[config.mk]
export PLATFORM = sky130hd
export DESIGN_NAME = spi_cmd_engine
export DESIGN_NICKNAME = d
export VERILOG_FILES = /design/src/rtl/spi_cmd_pkg.sv /design/src/rtl/spi_cmd_buffer.sv /design/src/rtl/spi_cmd_shifter.sv /design/src/rtl/spi_cmd_engine.sv
export SDC_FILE = /design/constraint.sdc
export NUM_CORES = 1
export LEC_CHECK = 0
export ABC_CLOCK_PERIOD_IN_PS = 4000
export BUFFER_PORTS_ARGS = -buffer_cell sky130_fd_sc_hd__clkbuf_2
export CORE_MARGIN = 3
export CORE_UTILIZATION = 45
export CTS_CLUSTER_SIZE = 28
export DETAILED_ROUTE_END_ITERATION = 12
export GPL_ROUTABILITY_DRIVEN = 0
export PLACE_DENSITY = 0.73
export SETUP_SLACK_MARGIN = 0.4
export SYNTH_ARGS = -nofsm -noshare
export SYNTH_HDL_FRONTEND = slang
export SYNTH_HIERARCHICAL = 1
export SYNTH_SLANG_ARGS = --single-unit
[constraint.sdc]
create_clock -name clk -period 4 [get_ports clk]
set_clock_uncertainty 0.05 [all_clocks]
set_input_delay 0.8 -clock clk [delete_from_list [all_inputs] [get_ports clk]]
set_output_delay 0.8 -clock clk [all_outputs]
set_load 0.01 [all_outputs]
[src/rtl/spi_cmd_pkg.sv]
package spi_cmd_pkg;
  localparam logic [7:0] OFS_CTRL_HI = 8'h02;  // byte 2 of control word 0
  localparam int         PTR_CLR_BIT = 4;      // bit 20 of control word 0
  localparam logic [7:0] OFS_OPCODE  = 8'h45;
  localparam logic [7:0] OFS_TRIG    = 8'h47;
  localparam int         TRIG_BIT    = 7;
  localparam logic [7:0] OFS_TXCNT   = 8'h48;
  localparam logic [7:0] OFS_RXCNT   = 8'h4B;
  localparam logic [7:0] OFS_STAT    = 8'h4C;
  localparam int         ERR_CLR_BIT = 6;      // bit 30 of status, in byte 0x4F
  localparam logic [7:0] BUF_BASE    = 8'h80;

  typedef enum logic [1:0] {
    ST_IDLE,
    ST_RUN,
    ST_TAIL,
    ST_GAP
  } eng_state_e;
endpackage

[src/rtl/spi_cmd_buffer.sv]
module spi_cmd_buffer #(
  parameter int DEPTH = 71,
  parameter int DW    = 8,
  localparam int BW   = $clog2(DEPTH)
) (
  input  logic          clk,
  input  logic          rst_n,
  input  logic          we,
  input  logic [BW-1:0] waddr,
  input  logic [DW-1:0] wdata,
  input  logic [BW-1:0] raddr_a,
  output logic [DW-1:0] rdata_a,
  input  logic [BW-1:0] raddr_b,
  output logic [DW-1:0] rdata_b
);
  logic [DW-1:0] mem [DEPTH];

  always_ff @(posedge clk or negedge rst_n) begin
    if (!rst_n) begin
      for (int i = 0; i < DEPTH; i++) mem[i] <= '0;
    end else if (we && (int'(waddr) < DEPTH)) begin
      mem[waddr] <= wdata;
    end
  end

  assign rdata_a = (int'(raddr_a) < DEPTH) ? mem[raddr_a] : '0;
  assign rdata_b = (int'(raddr_b) < DEPTH) ? mem[raddr_b] : '0;
endmodule

[src/rtl/spi_cmd_shifter.sv]
module spi_cmd_shifter #(
  parameter int DW  = 8,
  localparam int CW = $clog2(DW)
) (
  input  logic          clk,
  input  logic          rst_n,
  input  logic          load,
  input  logic [DW-1:0] load_byte,
  input  logic          next_ok,
  input  logic [DW-1:0] next_byte,
  input  logic          miso,
  output logic          sck,
  output logic          mosi,
  output logic          byte_end,
  output logic [DW-1:0] rx_byte
);
  logic          active, phase;
  logic [CW-1:0] bitcnt;
  logic [DW-1:0] txsh, rxsh;

  // second half of the last bit of a byte
  assign byte_end = active && phase && (bitcnt == CW'(DW - 1));
  assign mosi     = txsh[DW-1];
  assign rx_byte  = rxsh;

  always_ff @(posedge clk or negedge rst_n) begin
    if (!rst_n) begin
      active <= 1'b0;
      phase  <= 1'b0;
      bitcnt <= '0;
      txsh   <= '0;
      rxsh   <= '0;
      sck    <= 1'b0;
    end else if (load) begin
      active <= 1'b1;
      phase  <= 1'b0;
      bitcnt <= '0;
      txsh   <= load_byte;
      sck    <= 1'b0;
    end else if (active) begin
      if (!phase) begin
        sck   <= 1'b1;
        rxsh  <= {rxsh[DW-2:0], miso};
        phase <= 1'b1;
      end else begin
        sck   <= 1'b0;
        phase <= 1'b0;
        if (bitcnt == CW'(DW - 1)) begin
          bitcnt <= '0;
          if (next_ok) txsh <= next_byte;
          else         active <= 1'b0;
        end else begin
          bitcnt <= bitcnt + 1'b1;
          txsh   <= {txsh[DW-2:0], 1'b0};
        end
      end
    end
  end
endmodule

[src/rtl/spi_cmd_engine.sv]
module spi_cmd_engine
  import spi_cmd_pkg::*;
#(
  parameter int DEPTH = 71
) (
  input  logic       clk,
  input  logic       rst_n,
  input  logic [7:0] reg_addr,
  input  logic       reg_we,
  input  logic [7:0] reg_wdata,
  output logic [7:0] reg_rdata,
  output logic       spi_sck,
  output logic       spi_cs_n,
  output logic       spi_mosi,
  input  logic       spi_miso
);
  localparam int DW = 8;
  localparam int PW = $clog2(DEPTH + 1);
  localparam int IW = $clog2(DEPTH + 2);
  localparam int BW = $clog2(DEPTH);
  localparam int SW = DW + 1;

  eng_state_e     state_q;
  logic [DW-1:0]  opcode_q, txcnt_q, rxcnt_q, done_q;
  logic [IW-1:0]  byte_idx;
  logic [PW-1:0]  rd_ptr, wr_ptr;
  logic [1:0]     gap_q;
  logic           cs_q, err_flag, busy;
  logic [31:0]    status;

  logic [SW-1:0]  sum, total, idx_w;
  logic           sum_ok, wr_ok, in_buf, trig_hit, start, reject;
  logic           byte_end, next_ok, next_is_tx, rx_store, tx_done;
  logic [DW-1:0]  rx_byte, buf_sw_rd, buf_eng_rd, next_byte;
  logic [BW-1:0]  sw_idx, buf_waddr;
  logic           buf_we;
  logic [DW-1:0]  buf_wdata;

  assign busy     = (state_q != ST_IDLE);
  assign spi_cs_n = cs_q;

  assign sum      = {1'b0, txcnt_q} + {1'b0, rxcnt_q};
  assign sum_ok   = (sum <= SW'(DEPTH));
  assign total    = sum + 1'b1;
  assign idx_w    = SW'(byte_idx);

  assign wr_ok    = reg_we && !busy;
  assign in_buf   = (reg_addr >= BUF_BASE) && (int'(reg_addr) < int'(BUF_BASE) + DEPTH);
  assign sw_idx   = BW'(reg_addr - BUF_BASE);
  assign trig_hit = wr_ok && (reg_addr == OFS_TRIG) && reg_wdata[TRIG_BIT];
  assign start    = trig_hit && sum_ok;
  assign reject   = trig_hit && !sum_ok;

  // byte k of the frame (k = 0 is the command code) maps to buffer slot k-1
  assign next_ok    = (idx_w + 1'b1) < total;
  assign next_is_tx = idx_w < {1'b0, txcnt_q};
  assign next_byte  = next_is_tx ? buf_eng_rd : '0;
  assign rx_store   = (state_q == ST_RUN) && byte_end && (idx_w > {1'b0, txcnt_q});
  assign tx_done    = byte_end && (byte_idx != '0) && (idx_w <= {1'b0, txcnt_q});

  assign buf_we    = rx_store || (wr_ok && in_buf);
  assign buf_waddr = rx_store ? BW'(byte_idx - 1'b1) : sw_idx;
  assign buf_wdata = rx_store ? rx_byte : reg_wdata;

  spi_cmd_buffer #(.DEPTH(DEPTH), .DW(DW)) buf_i (
    .clk(clk), .rst_n(rst_n),
    .we(buf_we), .waddr(buf_waddr), .wdata(buf_wdata),
    .raddr_a(sw_idx), .rdata_a(buf_sw_rd),
    .raddr_b(BW'(byte_idx)), .rdata_b(buf_eng_rd)
  );

  spi_cmd_shifter #(.DW(DW)) shf_i (
    .clk(clk), .rst_n(rst_n),
    .load(start), .load_byte(opcode_q),
    .next_ok(next_ok), .next_byte(next_byte),
    .miso(spi_miso), .sck(spi_sck), .mosi(spi_mosi),
    .byte_end(byte_end), .rx_byte(rx_byte)
  );

  always_comb begin
    status = '0;
    status[31] = busy;
    status[30] = err_flag;
    status[16 +: PW] = rd_ptr;
    status[8 +: PW]  = wr_ptr;
    status[7:0]      = done_q;
  end

  always_comb begin
    if (reg_addr == OFS_OPCODE)              reg_rdata = opcode_q;
    else if (reg_addr == OFS_TXCNT)          reg_rdata = txcnt_q;
    else if (reg_addr == OFS_RXCNT)          reg_rdata = rxcnt_q;
    else if (reg_addr == OFS_STAT)           reg_rdata = status[7:0];
    else if (reg_addr == OFS_STAT + 8'd1)    reg_rdata = status[15:8];
    else if (reg_addr == OFS_STAT + 8'd2)    reg_rdata = status[23:16];
    else if (reg_addr == OFS_STAT + 8'd3)    reg_rdata = status[31:24];
    else if (in_buf)                         reg_rdata = buf_sw_rd;
    else                                     reg_rdata = '0;
  end

  always_ff @(posedge clk or negedge rst_n) begin
    if (!rst_n) begin
      state_q  <= ST_IDLE;
      opcode_q <= '0;
      txcnt_q  <= '0;
      rxcnt_q  <= '0;
      done_q   <= '0;
      byte_idx <= '0;
      rd_ptr   <= '0;
      wr_ptr   <= '0;
      gap_q    <= '0;
      cs_q     <= 1'b1;
      err_flag <= 1'b0;
    end else begin
      if (reg_we && (reg_addr == OFS_STAT + 8'd3) && reg_wdata[ERR_CLR_BIT]) err_flag <= 1'b0;
      if (reject) err_flag <= 1'b1;
      unique case (state_q)
        ST_IDLE: begin
          if (wr_ok) begin
            if (reg_addr == OFS_OPCODE) opcode_q <= reg_wdata;
            if (reg_addr == OFS_TXCNT)  txcnt_q  <= reg_wdata;
            if (reg_addr == OFS_RXCNT)  rxcnt_q  <= reg_wdata;
            if ((reg_addr == OFS_CTRL_HI) && reg_wdata[PTR_CLR_BIT]) begin
              rd_ptr <= '0;
              wr_ptr <= '0;
            end
          end
          if (start) begin
            state_q  <= ST_RUN;
            cs_q     <= 1'b0;
            byte_idx <= '0;
            done_q   <= '0;
            rd_ptr   <= '0;
            wr_ptr   <= PW'(txcnt_q);
          end
        end
        ST_RUN: begin
          if (byte_end) begin
            done_q   <= done_q + 1'b1;
            byte_idx <= byte_idx + 1'b1;
            if (tx_done)  rd_ptr <= PW'(byte_idx);
            if (rx_store) wr_ptr <= PW'(byte_idx);
            if (!next_ok) state_q <= ST_TAIL;
          end
        end
        ST_TAIL: begin
          cs_q    <= 1'b1;
          gap_q   <= 2'd1;
          state_q <= ST_GAP;
        end
        ST_GAP: begin
          if (gap_q == 2'd0) state_q <= ST_IDLE;
          else               gap_q   <= gap_q - 1'b1;
        end
        default: state_q <= ST_IDLE;
      endcase
    end
  end
endmodule

; Word-level counts from Yosys, hierarchy flattened
; Index checks and enable logic that the tools add are counted.
[word_totals]
input_bits = 20
reg_bits = 648
output_inout_bits = 11
[classes]
order_cmp = 14
n_eq_ne = 23
mux = 66
n_reduce_logical = 43
addsub = 9
n_bitwise = 5
[op_table]
columns = cell, n
row1 = 568-bit bitwise mux, 1
row2 = 8-bit two-way mux, 24
row3 = 8-bit binary-select mux with 7-bit select, 2
row4 = 7-bit two-way mux, 11
row5 = "8-bit by 7-bit == test with 1-bit output, second input constant", 8
row6 = 8-bit demux with 7-bit select, 1
row7 = 7-bit one-hot mux with 2 select lines, 3
row8 = "8-bit >= comparator, second input constant", 4
row9 = 7-bit NOT with 8-bit output, 3
row10 = "7-bit less-than comparator, second input constant", 3
row11 = 1-bit logical AND, 18
row12 = 3-bit AND reduction, 6
row13 = 8-bit one-hot mux with 2 select lines, 1
row14 = 2-bit nonzero test, 7
row15 = "7-bit by 1-bit subtractor with 7-bit output, second input constant", 2
row16 = 3-bit two-way mux, 4
row17 = "2-bit != test, second input constant", 6
row18 = 1-bit two-way mux, 11
row19 = 2-bit two-way mux, 5
row20 = 5-bit AND reduction, 2
row21 = 8-bit by 8-bit adder with 9-bit output, 1
row22 = "9-bit by 1-bit adder with 9-bit output, second input constant", 1
row23 = "9-bit by 7-bit <= comparator with 1-bit output, second input constant", 1
row24 = 8-bit by 9-bit less-than comparator with 1-bit output, 1
row25 = 26 further kinds, 34

; Logic depth before layout (Yosys ltp)
[logic_depth]
word_depth = 14
mapped_depth = 17
ltp_nobuf = 16

; Hierarchy
; Netlist, hierarchy kept.
[modules_own_cells]
columns = mod, n_inst, cells_per_inst, area_each_um2
row1 = spi_cmd_buffer, 1, 2235, 30933.4
row2 = spi_cmd_engine, 1, 514, 4556.9
row3 = spi_cmd_shifter, 1, 97, 1152.4

; Least setup slack after synthesis
; Ideal clock, no wire load.
[synth_timing]
kind = reg-to-reg
from = register shf_i.bitcnt[0]
to = register buf_i/mem[328] in the netlist's numbering
slack_ns = -0.074
setup_time_ns = 0.125
path_stages_with_launch = 18
t_arrival_ns = 3.900
synth_period_minus_slack_ns = 4.074
path_cell_list = dfrtp_1 ha_1 ha_1 buf_2 and3_2 nand2_1 nor3_1 clkbuf_1 clkbuf_1 a21oi_1 clkbuf_1 o31ai_1 nand3b_1 inv_1 nand3_1 clkbuf_1 nor2_1 mux2_2
[synth_between]
elab_chain_cells = 11
word_cells_on_any_way = 16
cone_classes = 3 x order compare / 1 x eq/ne / 5 x mux / 1 x bitwise / 6 x reduce/logical
[synth_rtl]
columns = element, line
row1 = from (decl), spi_cmd_shifter.sv:18  ; logic [CW-1:0] bitcnt;
row2 = from (signal assigned), spi_cmd_shifter.sv:53  ; bitcnt <= bitcnt + 1'b1;
row3 = 3-bit == test (*), spi_cmd_shifter.sv:22  ; assign byte_end = active && phase && (bitcnt == CW'(DW - 1));
row4 = 1-bit logical AND (*), spi_cmd_shifter.sv:22
row5 = net byte_end, spi_cmd_engine.sv:33  ; logic byte_end, next_ok, next_is_tx, rx_store, tx_done;
row6 = 1-bit logical AND (*) (2 in series), spi_cmd_engine.sv:58  ; assign rx_store = (state_q == ST_RUN) && byte_end && (idx_w > {1'b0, txcnt_q});
row7 = 7-bit two-way mux (*), spi_cmd_engine.sv:62  ; assign buf_waddr = rx_store ? BW'(byte_idx - 1'b1) : sw_idx;
row8 = net buf_waddr[5], spi_cmd_engine.sv:35  ; logic [BW-1:0] sw_idx, buf_waddr;
row9 = 7-bit NOT with 8-bit output (not written as such), spi_cmd_buffer.sv:22  ; mem[waddr] <= wdata;
row10 = 8-bit >= comparator (not written as such) / 8-bit by 1-bit less-than comparator with 1-bit output (equally long branches), spi_cmd_buffer.sv:22
row11 = 1-bit logical AND (not written as such), spi_cmd_buffer.sv:22
row12 = 8-bit two-way mux (not written as such), spi_cmd_buffer.sv:22
row13 = 8-bit demux with 7-bit select, spi_cmd_buffer.sv:22
row14 = 568-bit bitwise mux, spi_cmd_buffer.sv:22
row15 = "to (signal, indexed assignment)", spi_cmd_buffer.sv:22
row16 = to (decl), spi_cmd_buffer.sv:16  ; logic [DW-1:0] mem [DEPTH];
; The timed path passes the listed nets; every way through them passes the cells marked *.
; A chain may end at the register's enable or synchronous reset.

; Worst setup path after layout
[layout_timing]
from = input port reg_addr[3]
to = output port reg_rdata[1]
[layout_between]
elab_chain_cells = 14
word_cells_on_any_way = 25
cone_classes = 1 x add/sub / 3 x order compare / 7 x eq/ne / 12 x mux / 1 x bitwise / 1 x reduce/logical
[layout_rtl]
columns = element, line
row1 = from (decl), spi_cmd_engine.sv:8  ; input logic [7:0] reg_addr,
row2 = 7-bit by 1-bit subtractor with 7-bit output (*), spi_cmd_engine.sv:49  ; assign sw_idx = BW'(reg_addr - BUF_BASE);
row3 = 7-bit NOT with 8-bit output (not written as such), spi_cmd_buffer.sv:26  ; assign rdata_a = (int'(raddr_a) < DEPTH) ? mem[raddr_a] : '0;
row4 = 8-bit binary-select mux with 7-bit select, spi_cmd_buffer.sv:26
row5 = 8-bit two-way mux (not written as such) (2 in series), spi_cmd_buffer.sv:26
row6 = 8-bit two-way mux (*), spi_cmd_buffer.sv:26
row7 = net buf_sw_rd[1], spi_cmd_engine.sv:34  ; logic [DW-1:0] rx_byte, buf_sw_rd, buf_eng_rd, next_byte;
row8 = 8-bit two-way mux (*), spi_cmd_engine.sv:97  ; else if (in_buf) reg_rdata = buf_sw_rd;
row9 = 8-bit two-way mux (*), spi_cmd_engine.sv:96  ; else if (reg_addr == OFS_STAT + 8'd3) reg_rdata = status[31:24];
row10 = 8-bit two-way mux (*), spi_cmd_engine.sv:95  ; else if (reg_addr == OFS_STAT + 8'd2) reg_rdata = status[23:16];
row11 = 8-bit two-way mux (*), spi_cmd_engine.sv:94  ; else if (reg_addr == OFS_STAT + 8'd1) reg_rdata = status[15:8];
row12 = 8-bit two-way mux (*), spi_cmd_engine.sv:93  ; else if (reg_addr == OFS_STAT) reg_rdata = status[7:0];
row13 = 8-bit two-way mux (*), spi_cmd_engine.sv:92  ; else if (reg_addr == OFS_RXCNT) reg_rdata = rxcnt_q;
row14 = 8-bit two-way mux (*), spi_cmd_engine.sv:91  ; else if (reg_addr == OFS_TXCNT) reg_rdata = txcnt_q;
row15 = 8-bit two-way mux (*), spi_cmd_engine.sv:90  ; if (reg_addr == OFS_OPCODE) reg_rdata = opcode_q;
row16 = to (decl), spi_cmd_engine.sv:11  ; output logic [7:0] reg_rdata,
; The timed path passes the listed nets; every way through them passes the cells marked *. The select of a mux whose other input is x is not followed.

==> qor.csv <==
metric;value;unit
floorplan.initialDensity;45.49;%
pwr_density_cell;322.2;mW/mm^2
overflow;0;
status;complete, but fails checks;
power_leakage;20.52;nW
io_pins;31;
timing.final.crit_period;4.384;ns
clk_lat_worst_skew;0.64;ns
number_of_flops_mapped_to_enable_cells_by_yosys;0;
htree_num_levels;3;
cts.clk_slew.worst_paths;0.06;ns
synth.top_cells.by_area;sky130_fd_sc_hd__dfrtp_1, sky130_fd_sc_hd__mux2_2, sky130_fd_sc_hd__mux4_2;
numCtsBuffers;72;
critical_path_buf_inv_count;4;
grt_pass1_wl;183.5;mm
ant_nets;0;
critical_path_required;3.15;ns
coreArea;0.08055;mm^2
postSynthRegisterBits;648;
detailedRoute.firstPassIterationCount;7;
cell_area_synth;0.03664;mm^2
dr_wl_cell;30.13;um
ctsLongestPathBuffers;3;
setup_tns;-1.865;ns
worst_hold_path_type;input pin to async pin;
worst_setup_path_start_kind;input pin;
max-vdd-ir-drop;0.2448;mV
starting_drc_count_in_detailed_routing;3213;
die_y;291.4;um
rsz0062_at_grt;yes;
fillerInstances;5929;
yosys.area.top_type;sky130_fd_sc_hd__dfrtp_1;
vias_per_cell;6.768;
postCtsHoldBufs;0;
placement.setup.worst_slack;-0.4077;ns
worst_setup_path_startpoint;reg_addr[3];
clock-sinks;648;
max_incr_delay_on_cp;0.71;ns
cts_root_buffer;sky130_fd_sc_hd__clkbuf_16;
num-nets-final;3148;
failed_checks;setup timing;
async_reset_ff_share;100.0;%
fmaxAchievable;228.1;MHz
synth_most_common_cell;sky130_fd_sc_hd__dfrtp_1;
pwr-share-seq;44.6;%
cpLargestDelayFamily;compound AO/OA/AOI/OAI gates;
grt_antenna_before_repair;3;
crit-reg2reg-capture;state_q[1]$_DFFE_PN0P_;
cap_violations;0;
remaining_drc_errors;0;
max_slew.worst_pin.slew;1.331;ns
timing.rr.start;txcnt_q[0]$_DFFE_PN0P_;
slowest_stage;sky130_fd_sc_hd__a211oi_1;
multi_input_comb_area;0.02120;mm^2
netlist.area_leader.share;44.18;%
die_area;0.08489;mm^2
final_max_slew_viol_count;0;
hpwlAfterDp;78.90;mm
sw_frac_of_total;23.77;%
globalRouteTotalUtil;28.16;%
sequential_cell_area;0.01623;mm^2
syn-num-nets;2902;
power_switching;3.510;mW
num_vias;28502;
p_comb_share;6.7;%
routed_wl;126.9;mm
setup_viol;8;
layout-area-overhead-vs-synth;25.10;%
syn_area_per_cell;12.88;um^2
dominantRegCellSynth;sky130_fd_sc_hd__dfrtp_1;
grt_max_degree;112;
final_hold_viol_count;0;
grt_pass1_vias;28921;
timing.slew.headroom;11.05;%
post-route-period-util;109.6;%
endpoint_kind;output pin;
r2r_cells;16;
cp_cell_sequence;clkbuf_2 > inv_1 > nand3_1 > buf_4 > a21o_1 > a211oi_1 > nor4_2 > o211ai_1 > a222oi_1 > nand2_1 > buf_2;
io_buffer_count;30;
reg2reg_slack;0.19;ns
critPathMaxFanout;4;
commonest_cells_in_the_netlist;sky130_fd_sc_hd__dfrtp_1, sky130_fd_sc_hd__mux2_2, sky130_fd_sc_hd__mux2i_1, sky130_fd_sc_hd__mux4_2, sky130_fd_sc_hd__nand2_1;
arrival_worst_endpoint;3.53;ns
postLayoutSetupSlackWorst;-0.3837;ns
post_synth_num_cell_types;83;
post_route_cells_drive_above_1_share;49.41;%
clock_power_share;48.6;%
row_count;104;
cts_tree;built;
syn-instance-count;2846;
yosys_warnings;6;
p_int;11.26;mW
worst-setup-path-type;input pin to output pin;
die_w;291.4;um
synth_sequential_area_ratio;44.26;%
==> area by class of cell <==
type	count	area share [%]
inverters	37	0.3248
clock buffers	100	4.654
well taps	1060	2.893
multi-input cells	1951	46.25
repair buffers	382	9.589
clock inverters	31	0.8680
diodes	2	0.01092
flip-flops and latches	648	35.41
==> cells in the final DEF, fill, tap and decap left out, types with 15 or more instances in the layout <==
cell type / n
sky130_fd_sc_hd__a22oi_1: 35
sky130_fd_sc_hd__mux4_2: 182
sky130_fd_sc_hd__nand4_1: 16
sky130_fd_sc_hd__a21oi_2: 15
sky130_fd_sc_hd__mux2_4: 84
sky130_fd_sc_hd__clkinv_2: 18
sky130_fd_sc_hd__ha_1: 28
sky130_fd_sc_hd__dfrtp_1: 640
sky130_fd_sc_hd__mux2i_1: 228
sky130_fd_sc_hd__a221oi_1: 79
sky130_fd_sc_hd__clkbuf_16: 81
sky130_fd_sc_hd__a22o_1: 16
sky130_fd_sc_hd__o211ai_1: 18
sky130_fd_sc_hd__nor2_1: 89
sky130_fd_sc_hd__buf_12: 94
sky130_fd_sc_hd__a21oi_1: 44
sky130_fd_sc_hd__nand2_4: 22
sky130_fd_sc_hd__nand2_1: 97
sky130_fd_sc_hd__nand2_2: 18
sky130_fd_sc_hd__buf_4: 206
sky130_fd_sc_hd__mux2_2: 524
sky130_fd_sc_hd__nor2_4: 37
sky130_fd_sc_hd__o21ai_0: 46
sky130_fd_sc_hd__buf_6: 33
sky130_fd_sc_hd__nand3_1: 20
sky130_fd_sc_hd__clkbuf_2: 24
sky130_fd_sc_hd__inv_1: 29
==> power groups by stage <==
stage                     Combinational, mW  Sequential [mW]  Clock (mW)
after floorplan                       0.366             6.70           0
after global placement                0.784             6.71           0
after detailed placement              0.808             6.71           0
after CTS                             0.893             6.59        7.18
after global routing                   1.03             6.59        7.48
final                                 0.994             6.59        7.18
==> worst max-delay path by stage <==
stage | to | cells after the start
after floorplan | buf_i/mem[100]$_DFFE_PN0P_ | 16
after global placement | reg_rdata[5] | 10
after detailed placement | reg_rdata[5] | 10
after CTS | reg_rdata[1] | 11
after global routing | reg_rdata[5] | 13
final | reg_rdata[1] | 11
==> worst reg2reg max path, cell delays in order (launching register included) <==
cell and delay [ns]:
sky130_fd_sc_hd__dfrtp_1 0.36, sky130_fd_sc_hd__buf_4 0.14, sky130_fd_sc_hd__ha_4 0.16, sky130_fd_sc_hd__inv_2 0.05
sky130_fd_sc_hd__fa_2 0.36, sky130_fd_sc_hd__nand2b_4 0.18, sky130_fd_sc_hd__a2111oi_4 0.46, sky130_fd_sc_hd__a211oi_4 0.08
sky130_fd_sc_hd__nor3_2 0.27, sky130_fd_sc_hd__xor2_1 0.12, sky130_fd_sc_hd__ha_1 0.36, sky130_fd_sc_hd__nand2_2 0.09
sky130_fd_sc_hd__o21ai_4 0.17, sky130_fd_sc_hd__buf_6 0.13, sky130_fd_sc_hd__nand4b_1 0.16, sky130_fd_sc_hd__a31oi_2 0.23
sky130_fd_sc_hd__mux2_4 0.32
==> what timing repair did <==
item                                    4_1_cts  5_1_grt
endpoints found under the setup margin      616      603
setup buffers                                64       49
pin swaps                                    60       84
cloned                                        6        5
gates resized for setup                     187      298
==> sequential cells by signal, summed over array words and instances, names as in the netlist <==
| signal | flops |
|---|---|
| buf_i/mem | 568 |
| byte_idx | 7 |
| done_q | 8 |
| err_flag | 1 |
| gap_q | 2 |
| opcode_q | 8 |
| rd_ptr | 7 |
| rxcnt_q | 8 |
| shf_i/active | 1 |
| shf_i/bitcnt | 3 |
| shf_i/phase | 1 |
| shf_i/rx_byte | 8 |
| shf_i/txsh | 8 |
| spi_cs_n | 1 |
| state_q | 2 |
| txcnt_q | 8 |
| wr_ptr | 7 |
==> logic make-up after synthesis <==
family | count (synthesis) | share of synthesized area [%]
AO/OA/AOI/OAI | 401 | 8.239
flip-flops | 648 | 44.26
buffers and inverters | 247 | 3.203
adder cells (fa/ha/maj) | 36 | 1.250
XOR/XNOR | 23 | 0.5497
multiplexers | 1029 | 36.40
AND/OR/NAND/NOR | 462 | 6.102
==> through the flow <==
stage | total power, mW | instances | utilization, % | cell area (um^2) | hold slack, ns
floorplan | 7.071 | 2846 | - | 36990 | 0.4111
global placement | 7.492 | 3954 | 49.30 | 39710 | 0.4358
detailed placement | 7.517 | 3954 | 49.30 | 39710 | 0.4367
CTS | 14.66 | 4155 | 54.50 | 43900 | 0.04878
global route | 15.10 | 4209 | 56.90 | 45830 | 0.06714
finish | 14.77 | 4211 | 56.91 | 45840 | 0.03819
==> routing by layer <==
layer	global-route usage (%)	part of all wire, %	vias to the layer above
met1	35.69	37	14608
met3	6.867	11	532
li1	-	-	11419
met5	0	0.010	-
met4	17.30	7.2	2
met2	43.68	46	1941
(Power assumes the default switching activity.)
